$ cat config.mk
export PLATFORM = sky130hd
export DESIGN_NAME = sdram_init_seq
export DESIGN_NICKNAME = d
export VERILOG_FILES = /design/src/rtl/sdram_init_pkg.sv /design/src/rtl/sdram_init_regs.sv /design/src/rtl/sdram_init_fsm.sv /design/src/rtl/sdram_init_pins.sv /design/src/rtl/sdram_init_seq.sv
export SDC_FILE = /design/constraint.sdc
export NUM_CORES = 1
export LEC_CHECK = 0
export ABC_AREA = 0
export ABC_CLOCK_PERIOD_IN_PS = 3440
export CORE_ASPECT_RATIO = 1.75
export CORE_MARGIN = 1.5
export CORE_UTILIZATION = 25
export CTS_CLUSTER_SIZE = 8
export DETAILED_ROUTE_END_ITERATION = 10
export PLACE_DENSITY = 0.71
export SYNTH_ARGS = -nofsm -noshare
export SYNTH_HDL_FRONTEND = slang
export SYNTH_SLANG_ARGS = --single-unit
$ cat constraint.sdc
create_clock -name clk -period 3.44 [get_ports clk]
set_input_delay 0.688 -clock clk [delete_from_list [all_inputs] [get_ports clk]]
set_output_delay 0.688 -clock clk [all_outputs]
set_load 0.005 [all_outputs]
$ cat src/rtl/sdram_init_pkg.sv
// Shared definitions for the SDRAM power-up sequencer.
// Assumes an active-low command bus ordered {CS#, RAS#, CAS#, WE#}.
package sdram_init_pkg;
    typedef enum logic [1:0] {
        CMD_NONE = 2'd0,
        CMD_PALL = 2'd1,
        CMD_REF  = 2'd2,
        CMD_MRS  = 2'd3
    } init_cmd_e;

    localparam logic [3:0] PIN_NOP  = 4'b0111;
    localparam logic [3:0] PIN_PALL = 4'b0010;
    localparam logic [3:0] PIN_REF  = 4'b0001;
    localparam logic [3:0] PIN_MRS  = 4'b0000;

    localparam int PALL_ADDR_BIT = 10;   // all-banks select during precharge
    localparam int CL_FIELD_LSB  = 4;    // CAS latency field in the mode word
    localparam int CL_FIELD_W    = 3;
endpackage

$ cat src/rtl/sdram_init_regs.sv
// Control register: enable bit, three arm bits and the sticky initialized flag.
// Assumes that a software write and a hardware arm-clear in the same cycle
// resolve in favour of the software write.
module sdram_init_regs #(
    parameter int REG_W = 32
) (
    input  logic             clk,
    input  logic             rst_n,
    input  logic             reg_wr,
    input  logic [REG_W-1:0] reg_wdata,
    input  logic [2:0]       clr_arm,
    input  logic             set_init,
    output logic [REG_W-1:0] reg_rdata,
    output logic             ctl_en,
    output logic [2:0]       arm,
    output logic             init_done
);
    localparam int EN_BIT   = 4;
    localparam int FLAG_BIT = 3;

    logic unused_wbits;
    assign unused_wbits = ^{reg_wdata[REG_W-1:EN_BIT+1], reg_wdata[FLAG_BIT]};

    // Register update: software write, arm self-clear, sticky flag set.
    always_ff @(posedge clk) begin
        if (!rst_n) begin
            ctl_en    <= 1'b0;
            arm       <= 3'b000;
            init_done <= 1'b0;
        end else begin
            if (set_init) init_done <= 1'b1;
            if (reg_wr) begin
                ctl_en <= reg_wdata[EN_BIT];
                arm    <= reg_wdata[2:0];
            end else begin
                arm <= arm & ~clr_arm;
            end
        end
    end

    // Read view with reserved bits zero.
    always_comb begin
        reg_rdata           = '0;
        reg_rdata[EN_BIT]   = ctl_en;
        reg_rdata[FLAG_BIT] = init_done;
        reg_rdata[2:0]      = arm;
    end


    init_sticky_chk: assert property (@(posedge clk) disable iff (!rst_n)
        !$fell(init_done));
endmodule

$ cat src/rtl/sdram_init_fsm.sv
// Accepts window writes, picks one armed command by priority and holds the
// write until the command's minimum gap has passed. Assumes every gap >= 1
// and that the requester keeps win_req high until win_ready.
module sdram_init_fsm
    import sdram_init_pkg::*;
#(
    parameter int T_RP  = 3,
    parameter int T_RFC = 7,
    parameter int T_MRD = 2
) (
    input  logic      clk,
    input  logic      rst_n,
    input  logic      ctl_en,
    input  logic [2:0] arm,
    input  logic      win_req,
    output logic      win_ready,
    output init_cmd_e issue_cmd,
    output logic [2:0] clr_arm,
    output logic      set_init
);
    localparam int GAP_MAX = (T_RP > T_RFC) ? ((T_RP > T_MRD) ? T_RP : T_MRD)
                                            : ((T_RFC > T_MRD) ? T_RFC : T_MRD);
    localparam int CNT_W = $clog2(GAP_MAX + 1);

    typedef enum logic [1:0] {S_IDLE, S_WAIT, S_DONE} state_e;

    state_e     state;
    logic [CNT_W-1:0] cnt;
    init_cmd_e  cur;
    init_cmd_e  sel;

    function automatic logic [CNT_W-1:0] gap_load(init_cmd_e c);
        case (c)
            CMD_PALL: return CNT_W'(T_RP - 1);
            CMD_REF:  return CNT_W'(T_RFC - 1);
            default:  return CNT_W'(T_MRD - 1);
        endcase
    endfunction

    // Priority pick among armed commands; nothing when disabled.
    always_comb begin
        if (!ctl_en)     sel = CMD_NONE;
        else if (arm[2]) sel = CMD_MRS;
        else if (arm[1]) sel = CMD_PALL;
        else if (arm[0]) sel = CMD_REF;
        else             sel = CMD_NONE;
    end

    assign issue_cmd = (state == S_IDLE && win_req) ? sel : CMD_NONE;

    // One-hot clear of the arm bit that was just used.
    always_comb begin
        case (issue_cmd)
            CMD_MRS:  clr_arm = 3'b100;
            CMD_PALL: clr_arm = 3'b010;
            CMD_REF:  clr_arm = 3'b001;
            default:  clr_arm = 3'b000;
        endcase
    end

    assign set_init  = (state == S_WAIT) && (cnt == '0) && (cur == CMD_MRS);
    assign win_ready = (state == S_DONE);

    // Sequencer state and gap counter.
    always_ff @(posedge clk) begin
        if (!rst_n) begin
            state <= S_IDLE;
            cnt   <= '0;
            cur   <= CMD_NONE;
        end else begin
            case (state)
                S_IDLE: if (win_req) begin
                    cur <= sel;
                    if (sel == CMD_NONE) state <= S_DONE;
                    else begin
                        state <= S_WAIT;
                        cnt   <= gap_load(sel);
                    end
                end
                S_WAIT: if (cnt == '0) state <= S_DONE;
                        else           cnt   <= cnt - 1'b1;
                default: state <= S_IDLE;
            endcase
        end
    end


    ready_pulse_chk: assert property (@(posedge clk) disable iff (!rst_n)
        win_ready |=> !win_ready);
endmodule

$ cat src/rtl/sdram_init_pins.sv
// Registers the SDRAM command, address and bank pins and the CAS mismatch
// bit. Assumes the window offset's bit 0 is a byte lane and not used.
module sdram_init_pins
    import sdram_init_pkg::*;
#(
    parameter int ROW_W = 13,
    parameter int BA_W  = 2,
    localparam int ADDR_W = ROW_W + BA_W + 1
) (
    input  logic              clk,
    input  logic              rst_n,
    input  init_cmd_e         issue_cmd,
    input  logic [ADDR_W-1:0] win_addr,
    input  logic [1:0]        cas_cfg,
    output logic [3:0]        cmd_pins,
    output logic [ROW_W-1:0]  sd_addr,
    output logic [BA_W-1:0]   sd_ba,
    output logic              cl_err
);
    logic unused_a0;
    assign unused_a0 = win_addr[0];

    logic [ROW_W-1:0]      mode_word;
    logic [CL_FIELD_W-1:0] mode_cl;
    assign mode_word = win_addr[ROW_W:1];
    assign mode_cl   = mode_word[CL_FIELD_LSB +: CL_FIELD_W];

    // Drive one command cycle per issue, NOP otherwise.
    always_ff @(posedge clk) begin
        if (!rst_n) begin
            cmd_pins <= PIN_NOP;
            sd_addr  <= '0;
            sd_ba    <= '0;
            cl_err   <= 1'b0;
        end else begin
            cmd_pins <= PIN_NOP;
            sd_addr  <= '0;
            sd_ba    <= '0;
            case (issue_cmd)
                CMD_PALL: begin
                    cmd_pins               <= PIN_PALL;
                    sd_addr[PALL_ADDR_BIT] <= 1'b1;
                end
                CMD_REF: cmd_pins <= PIN_REF;
                CMD_MRS: begin
                    cmd_pins <= PIN_MRS;
                    sd_addr  <= mode_word;
                    sd_ba    <= win_addr[ADDR_W-1 -: BA_W];
                    cl_err   <= (mode_cl != {1'b0, cas_cfg});
                end
                default: ;
            endcase
        end
    end


    cmd_single_chk: assert property (@(posedge clk) disable iff (!rst_n)
        (cmd_pins != PIN_NOP) |=> (cmd_pins == PIN_NOP));

    mrs_addr_chk: assert property (@(posedge clk) disable iff (!rst_n)
        (cmd_pins == PIN_MRS) |-> (sd_addr == $past(win_addr[ROW_W:1])));
endmodule

$ cat src/rtl/sdram_init_seq.sv
// Top of the SDRAM power-up sequencer: control register, sequencer and pin
// stage. Assumes one window write outstanding at a time.
module sdram_init_seq
    import sdram_init_pkg::*;
#(
    parameter int REG_W = 32,
    parameter int ROW_W = 13,
    parameter int BA_W  = 2,
    parameter int T_RP  = 3,
    parameter int T_RFC = 7,
    parameter int T_MRD = 2,
    localparam int ADDR_W = ROW_W + BA_W + 1
) (
    input  logic              clk,
    input  logic              rst_n,
    input  logic              reg_wr,
    input  logic [REG_W-1:0]  reg_wdata,
    output logic [REG_W-1:0]  reg_rdata,
    input  logic [1:0]        cas_cfg,
    input  logic              win_req,
    input  logic [ADDR_W-1:0] win_addr,
    output logic              win_ready,
    output logic              sd_clk_en,
    output logic              sd_cs_n,
    output logic              sd_ras_n,
    output logic              sd_cas_n,
    output logic              sd_we_n,
    output logic [ROW_W-1:0]  sd_addr,
    output logic [BA_W-1:0]   sd_ba,
    output logic              cl_err
);
    logic       ctl_en, init_done, set_init;
    logic [2:0] arm, clr_arm;
    logic [3:0] cmd_pins;
    init_cmd_e  issue_cmd;

    sdram_init_regs #(.REG_W(REG_W)) u_regs (
        .clk(clk), .rst_n(rst_n), .reg_wr(reg_wr), .reg_wdata(reg_wdata),
        .clr_arm(clr_arm), .set_init(set_init), .reg_rdata(reg_rdata),
        .ctl_en(ctl_en), .arm(arm), .init_done(init_done)
    );

    sdram_init_fsm #(.T_RP(T_RP), .T_RFC(T_RFC), .T_MRD(T_MRD)) u_fsm (
        .clk(clk), .rst_n(rst_n), .ctl_en(ctl_en), .arm(arm),
        .win_req(win_req), .win_ready(win_ready), .issue_cmd(issue_cmd),
        .clr_arm(clr_arm), .set_init(set_init)
    );

    sdram_init_pins #(.ROW_W(ROW_W), .BA_W(BA_W)) u_pins (
        .clk(clk), .rst_n(rst_n), .issue_cmd(issue_cmd), .win_addr(win_addr),
        .cas_cfg(cas_cfg), .cmd_pins(cmd_pins), .sd_addr(sd_addr),
        .sd_ba(sd_ba), .cl_err(cl_err)
    );

    assign sd_clk_en = ctl_en;
    assign {sd_cs_n, sd_ras_n, sd_cas_n, sd_we_n} = cmd_pins;


    arm_clear_chk: assert property (@(posedge clk) disable iff (!rst_n)
        (issue_cmd == CMD_MRS && !reg_wr) |=> !arm[2]);

    cmd_needs_clk_chk: assert property (@(posedge clk) disable iff (!rst_n)
        (cmd_pins != PIN_NOP) |-> $past(ctl_en));
endmodule

==> reports/metrics.csv, run 1 <==
metric;value;unit
cts hold-fix bufs;0;
RSZ-0062 raised after global routing;false;
Final Cycle Share;0.6011;
core area;5299;µm²
TritonCTS clock tree;yes;
pwr/cell area;416.7;nW/µm²
CP required;2.75;ns
n_diodes;0;
H-tree Lvls;2;
# IOs;108;
outcome;finished clean;
slowest stage delay, CP;0.50;ns
dpl hpwl;2109;µm
placed cell area;1851;µm²
nets@finish;258;
Hold Fails Final Rpt;0;
Hold Slack;0.4611;ns
CP Capture Type;output pin;
post-synthesis cell type count;34;
PortBufs;50;
# DRC;0;
number of global-route vias before repair;1024;
leakage;0.8031;nW
Final WS setup;1.372;ns
wire length per cell;10.24;µm
synth cell count leaders;dfxtp_1 (31), buf_4 (30), and2_1 (15);
CP Max Fanout;7;
Max Cap Viol;0;
Reg clk slew, reported paths;0.07;ns
Detailed Route Iter0 Violations;18;
Yosys reg bits;31;
Buf+Inv Stages, Crit Path;1;
Hold Path Class;flip-flop to flip-flop;
TritonCTS buffer count;5;
worst vdd ir;0.3758;mV
Synth Instances;149;
crit path time final;2.068;ns
CP max stage cell;clkdlybuf4s50_1;
Slew Viols, Final;0;
Worst Setup SP;u_fsm.state[1];
antenna violations before repair;0;
Post-Syn Area per Cell;9.346;µm²
# fillers;555;
die width;59.42;µm
Seq/Total Area, Yosys;0.4456;
floorplan row count;35;
initial core utilization;0.2628;
post-CTS sizing;0;
Cell Area, Synth;1393;µm²
Layout Cells excl Fill;275;
FFs w/ async S/R, synth;0;
drt total wl;2817;µm
cell with the most instances after synthesis;dfxtp_1;
largest net degree at the start of global routing;15;
First-pass DRT Iterations;4;
DIE AREA;6045;µm²
first-pass GRT wire length;4540;µm
share of the synthesized area in the top cell type;0.4456;
Final Power;820.1;µW
cell family with most CP delay;buffers and inverters;
via count;1085;
share of cells above drive strength 1;0.06965;
Worst-Skew Late Latency;0.28;ns
Setup crit start kind;flip-flop;
clock skew;0.008200;ns
reg2reg start;u_regs.arm[1];
Crit path arrival time;1.38;ns
clock buffer depth;2;
WS Path Type;flip-flop to output pin;
hold path start;u_fsm.cnt[2];
critical-path cell list;nor2b_1 -> clkdlybuf4s50_1;
Post-CTS Setup Inserts;0;
count of final setup violators;0;
area delta synth->final;41.33;%
Main synth FF type;dfxtp_1;
Yosys top cell by area;dfxtp_1;
# clock sinks;31;
ANT nets after route;0;
Fmax;483.6;MHz
Die Height;101.7;µm
Inst Count DP;267;
worst slack at placement;1.190;ns
global route total overflow;0;
cell area after layout;1968;µm²
GP Congestion;0.6957;
EDFF count, synth;0;
vias per cell;3.945;
Final TNS setup;0;ns
synth warn;0;
Clock Tree Root;clkbuf_8;
dominant cells by area after synthesis;dfxtp_1 (45%), buf_4 (16%), and2_1 (6.7%), ha_1 (3.6%), a21oi_1 (2.9%);
Worst R2R Setup Slack;1.55;ns
GRT Overall Usage;0.1007;
fin util;0.3714;
[flip-flops by register name, indices dropped and copies added (netlist names)]
name	count
u_fsm.state	2
u_pins.cl_err	1
u_regs.init_done	1
u_pins.sd_ba	2
u_fsm.cur	2
u_pins.cmd_pins	3
u_pins.sd_addr	13
u_regs.arm	3
u_fsm.cnt	3
u_regs.ctl_en	1
[cells in the final DEF, fill, tap and decap left out, types with 2 or more instances in the layout]
cell type | netlist | layout
conb_1 | 1 | 28
ha_1 | 4 | 4
and2_1 | 15 | 15
nand2b_1 | 2 | 2
clkdlybuf4s50_1 | 0 | 50
mux2_2 | 2 | 2
clkbuf_8 | 0 | 6
inv_1 | 5 | 5
a21oi_1 | 8 | 8
mux2i_1 | 2 | 2
nor2b_1 | 3 | 3
dfxtp_1 | 31 | 31
a211o_1 | 2 | 2
nor3_1 | 4 | 4
nor2_1 | 7 | 7
o21ai_0 | 4 | 4
nand2_1 | 8 | 8
xor2_1 | 2 | 2
[tightest hold or removal path, stage by stage (launching register included)]
cell and delay [ns]:
dfxtp_1 0.32, nand2_1 0.05, o2bb2ai_1 0.05
[power by group]
group          switching (mW)  internal, mW  leakage, nW
combinational          0.0308        0.0459        0.491
sequential            0.00664         0.365        0.251
clock                   0.138         0.234       0.0612
[logic make-up (layout without fill, tap and decap cells)]
logic type | after synthesis | in the layout | synth area share
AO/OA/AOI/OAI | 20 | 20 | 0.08985
XOR/XNOR | 2 | 2 | 0.01258
adder cells (fa/ha/maj) | 4 | 4 | 0.03594
buffers and inverters | 40 | 65 | 0.1887
flip-flops | 31 | 31 | 0.4456
multiplexers | 4 | 4 | 0.03055
other | 1 | 28 | 0.002693
AND/OR/NAND/NOR | 47 | 47 | 0.1941
[final cells by class]
type,instances,area [µm²],share of cell area
timing repair buffer,50,500.5,0.2543
clock inverter,2,35.03,0.01780
inverter,7,26.28,0.01335
multi-input combinational,105,610.6,0.3102
sequential,31,620.6,0.3153
clock buffer,6,82.58,0.04196
tap,74,92.59,0.04704
[path summary, 6_finish.rpt]
kind,to,depth (start not counted)
worst max-delay path,win_ready,2
worst min-delay path,u_fsm.cnt[2],2
worst max register to register,u_fsm.cnt[0],7
worst min register to register,u_fsm.cnt[2],2
[metal layers]
layer  GRT usage  vias to the layer above  part of all wire
li1            -                      528                 -
met1     0.09899                      483              0.36
met2      0.1691                       66              0.51
met3     0.04087                        8             0.098
met4     0.06469                        0             0.032
met5           0                        -                 0
(Power assumes the default switching activity.)
==> run 2, diff against run 1 <==
ABC_CLOCK_PERIOD_IN_PS = 1800   (was 3440)
PLACE_DENSITY = 0.74   (was 0.71)
clock period = 1.8 ns   (was 3.44 ns; I/O delays follow)
==> reports/metrics.csv, run 2 (synthesized netlist as in run 1, its figures left out) <==
metric;value;unit
drt total wl;2840;µm
TritonCTS buffer count;5;
Clk pwr share;0.447;
leakage;0.8637;nW
crit path time final;1.681;ns
initial core utilization;0.2628;
Max Cap Viol;0;
cts hold-fix bufs;0;
CP Capture Type;output pin;
R2R Path End;u_fsm.cnt[1];
commonest non-fill, non-tap cells in the layout;clkdlybuf4s50_1 (50), dfxtp_1 (30), conb_1 (28), and2_1 (15), buf_4 (10);
TritonCTS clock tree;yes;
hold depth;2;
cell area after layout;2074;µm²
outcome;finished clean;
global route total overflow;0;
Clock Tree Root;clkbuf_8;
max FFs per register;13;
# DRC;0;
cell family with most CP delay;buffers and inverters;
P_int;1.245;mW
# fillers;548;
n_diodes;0;
area of the multi-input gates;620.6;µm²
Slew Viols, Final;0;
first-pass GRT wire length;4402;µm
worst vdd ir;0.5417;mV
reg2reg start;u_regs.arm[0];
Buf+Inv Stages, Crit Path;2;
count of final setup violators;0;
# IOs;108;
CP max stage cell;clkdlybuf4s50_1;
WHS Endpoint;u_fsm.cnt[2];
placed cell area;1946;µm²
Worst R2R Setup Slack;0.12;ns
Detailed Route Iter0 Violations;10;
clock skew;0.005579;ns
Reg2Reg Depth;7;
DIE AREA;6045;µm²
Hold Fails Final Rpt;0;
critical-path cell list;buf_4 -> clkdlybuf4s50_1;
Fmax;595.0;MHz
Setup crit start kind;flip-flop;
largest net degree at the start of global routing;15;
clock buffer depth;2;
ANT nets after route;0;
hold path start;u_fsm.cnt[2];
GRT Overall Usage;0.1007;
H-tree Lvls;2;
area delta synth->final;48.97;%
CP Max Fanout;5;
vias per cell;3.836;
share of cells above drive strength 1;0.1321;
fin util;0.3915;
Hold Path Class;flip-flop to flip-flop;
antenna violations before repair;0;
Worst-Skew Late Latency;0.28;ns
pwr/cell area;762.3;nW/µm²
via count;1097;
Top reg by flops;u_pins.sd_addr;
First-pass DRT Iterations;4;
# clock sinks;31;
wire length per cell;9.930;µm
Net Sw Power;336.0;µW
core area;5299;µm²
nets@finish;269;
Die Height;101.7;µm
CP required;1.44;ns
commonest non-fill, non-tap cell in the layout;clkdlybuf4s50_1;
Logic pwr share;0.105;
floorplan row count;35;
sequential share of power;0.447;
die width;59.42;µm
Crit path arrival time;1.32;ns
GP Congestion;0.7698;
WS Path Type;flip-flop to output pin;
switching share of power;0.2125;
dpl hpwl;2223;µm
slowest stage delay, CP;0.50;ns
register area;621.8;µm²
Hold Slack;0.4563;ns
RSZ-0062 raised after global routing;false;
Reg clk slew, reported paths;0.07;ns
PortBufs;50;
number of global-route vias before repair;1019;
Final Cycle Share;0.9337;
run 2: stage by stage:
step | std cells | setup slack (ns) | setup TNS (ns) | power [mW]
6_report | 286 | 0.1194 | 0 | 1.581
5_1_grt | 286 | 0.01762 | 0 | 1.658
4_1_cts | 286 | 0.04009 | 0 | 1.608
3_5_place_dp | 278 | -0.07199 | -0.09935 | 0.8871
3_3_place_gp | 278 | -0.06068 | -0.07400 | 0.8849
2_1_floorplan | 176 | 0.1554 | 0 | 0.8325
run 2: repair_timing:
item | in CTS | in global routing
endpoints found under the setup margin | 0 | 4
buffers inserted | 0 | 0
resized for setup | 0 | 3
run 2: power by group through the flow:
| stage | Sequential, mW | Combinational (mW) | Clock (mW) |
|---|---|---|---|
| floorplan | 0.723 | 0.110 | 0 |
| global placement | 0.722 | 0.163 | 0 |
| detailed placement | 0.722 | 0.165 | 0 |
| CTS | 0.706 | 0.166 | 0.735 |
| global route | 0.708 | 0.183 | 0.767 |
| finish | 0.707 | 0.166 | 0.708 |
run 2: worst max-delay path by stage:
| stage | start | end | slack (ns) | cells after the start |
|---|---|---|---|---|
| 2_1_floorplan | u_regs.arm[0] | u_fsm.cnt[1] | 0.16 | 7 |
| 3_3_place_gp | win_req | u_regs.arm[1] | -0.06 | 5 |
| 4_1_cts | u_regs.arm[1] | u_fsm.cnt[0] | 0.04 | 7 |
| 6_report | u_regs.arm[2] | reg_rdata[2] | 0.12 | 2 |
| 5_1_grt | u_regs.arm[0] | u_fsm.cnt[0] | 0.02 | 7 |
| 3_5_place_dp | win_req | u_regs.arm[1] | -0.07 | 5 |
run 2: worst min-delay path, stage by stage (launching register included):
cell	delay, ns
dfxtp_1	0.32
nand2_1	0.05
o2bb2ai_1	0.05
run 2: layout make-up:
cell class | instances | share of cell area
Clock buffer | 6 | 0.03981
Clock inverter | 2 | 0.01689
Inverter | 7 | 0.01267
Multi-Input combinational cell | 105 | 0.2992
Sequential cell | 31 | 0.2998
Tap cell | 74 | 0.04463
Timing Repair Buffer | 61 | 0.2871
run 2: metal layers:
metal / vias to the layer above / share of wire / GRT usage
li1: 548 / - / -
met1: 484 / 0.36 / 0.09977
met4: 0 / 0.028 / 0.06818
met3: 6 / 0.094 / 0.04087
met2: 59 / 0.52 / 0.1665
met5: - / 0 / 0
==> run 3, diff against run 2 <==
CELL_PAD_IN_SITES_DETAIL_PLACEMENT = 0   (was default)
CELL_PAD_IN_SITES_GLOBAL_PLACEMENT = 1   (was default)
CORE_UTILIZATION = 20   (was 25)
PLACE_DENSITY = 0.83   (was 0.74)
==> reports/metrics.csv, run 3 (synthesized netlist as in run 1, its figures left out) <==
metric;value;unit
dpl hpwl;2407;µm
largest net degree at the start of global routing;15;
Fmax;583.0;MHz
Hold Path Class;flip-flop to flip-flop;
Worst R2R Setup Slack;0.15;ns
# IOs;108;
Final WS setup;0.08470;ns
cell area after layout;2155;µm²
First-pass DRT Iterations;3;
reg2reg start;u_regs.arm[0];
via count;1151;
initial core utilization;0.2046;
commonest non-fill, non-tap cells in the layout;clkdlybuf4s50_1 (50), dfxtp_1 (30), conb_1 (28), and2_1 (15), buf_4 (12);
Die Height;113.4;µm
number of global-route vias before repair;1019;
wire length per cell;10.44;µm
TritonCTS clock tree;yes;
Inst Count DP;289;
pwr/cell area;811.1;nW/µm²
worst slack at placement;-0.07050;ns
Hold Fails Final Rpt;0;
Slew Viols, Final;0;
count of final setup violators;0;
WS Path Type;flip-flop to output pin;
Setup crit start kind;flip-flop;
GP Congestion;0.7937;
H-tree Lvls;2;
vias per cell;3.862;
CP required;1.44;ns
GRT Overall Usage;0.08650;
Clock Tree Root;clkbuf_16;
ANT nets after route;0;
area delta synth->final;54.72;%
global route total overflow;0;
antenna violations before repair;0;
clock skew;0.004164;ns
Top reg by flops;u_pins.sd_addr;
CP Max Fanout;7;
Hold Slack;0.4612;ns
Detailed Route Iter0 Violations;40;
nets@finish;271;
crit path time final;1.715;ns
Layout Cells excl Fill;298;
placed cell area;1966;µm²
R2R Path End;u_fsm.cnt[1];
Worst Setup EP;win_ready;
core area;6807;µm²
Crit path arrival time;1.36;ns
# fillers;742;
PortBufs;50;
outcome;finished clean;
DIE AREA;7492;µm²
# clock sinks;31;
worst vdd ir;0.3717;mV
Max Cap Viol;0;
drt total wl;3111;µm
TritonCTS buffer count;5;
Final Cycle Share;0.9529;
Reg clk slew, reported paths;0.05;ns
commonest non-fill, non-tap cell in the layout;clkdlybuf4s50_1;
die width;66.08;µm
floorplan row count;40;
leakage;0.8915;nW
max FFs per register;13;
CP Capture Type;output pin;
first-pass GRT wire length;4774;µm
Final Power;1.748;mW
# DRC;0;
clock buffer depth;2;
share of cells above drive strength 1;0.1449;
Reg2Reg Depth;7;
Worst Setup SP;u_fsm.state[1];
hold depth;2;
Worst-Skew Late Latency;0.27;ns
n_diodes;0;
==> run 3: cell types whose count changed in the layout (fill, tap and decap cells not counted), sizes merged <==
cell and change:
bufinv -1, buf +2, clkinv -1, clkbuf +2
==> run 3: per-layer routing <==
layer	global-route usage	vias up	wire length, µm
met3	0.02860	8	237
met2	0.1556	59	1714
li1	-	557	-
met1	0.08190	527	1071
met4	0.05306	0	89
met5	0	-	0
==> run 3: per-stage QoR <==
step / setup TNS [ns] / util
floorplan: 0 / -
global placement: -0.1354 / 0.2888
detailed placement: -0.1385 / 0.2888
CTS: 0 / 0.3125
global route: -0.001998 / 0.3165
finish: 0 / 0.3165
==> run 3: how the worst min path moves through the flow <==
stage | slack [ns] | to | from
4_1_cts | 0.46 | u_fsm.cnt[1] | u_fsm.cnt[1]
5_1_grt | 0.49 | u_fsm.cnt[1] | u_fsm.cnt[1]
6_report | 0.46 | u_fsm.cnt[1] | u_fsm.cnt[1]
3_3_place_gp | 0.45 | u_fsm.cnt[2] | u_fsm.cnt[2]
2_1_floorplan | 0.43 | u_fsm.cnt[2] | u_fsm.cnt[2]
3_5_place_dp | 0.45 | u_fsm.cnt[1] | u_fsm.cnt[1]
==> run 3: power by group <==
part	leakage (nW)	internal (mW)	switching, mW
clock	0.0772	0.587	0.277
sequential	0.251	0.699	0.0113
combinational	0.563	0.104	0.0684
==> run 3: timing repair <==
action | in CTS | in global routing
buffers inserted | 0 | 1
pin swaps | 0 | 2
hold buffers | 0 | 0
endpoints found under the setup margin | 3 | 3
gates resized for setup | 2 | 5
==> run 3: worst max-delay path, stage by stage, from the launching register on <==
cell and delay (ns):
dfxtp_2 0.40, nor2b_2 0.18, clkdlybuf4s50_1 0.51
==> run 3: cell type report <==
| cell class | instances | area [µm²] | share of cell area |
|---|---|---|---|
| timing repair buffer | 63 | 610.6 | 0.2834 |
| sequential | 31 | 621.8 | 0.2886 |
| multi-input combinational | 105 | 634.4 | 0.2944 |
| clock buffer | 8 | 156.4 | 0.07259 |
| inverter | 7 | 26.28 | 0.01220 |
| tap | 84 | 105.1 | 0.04878 |
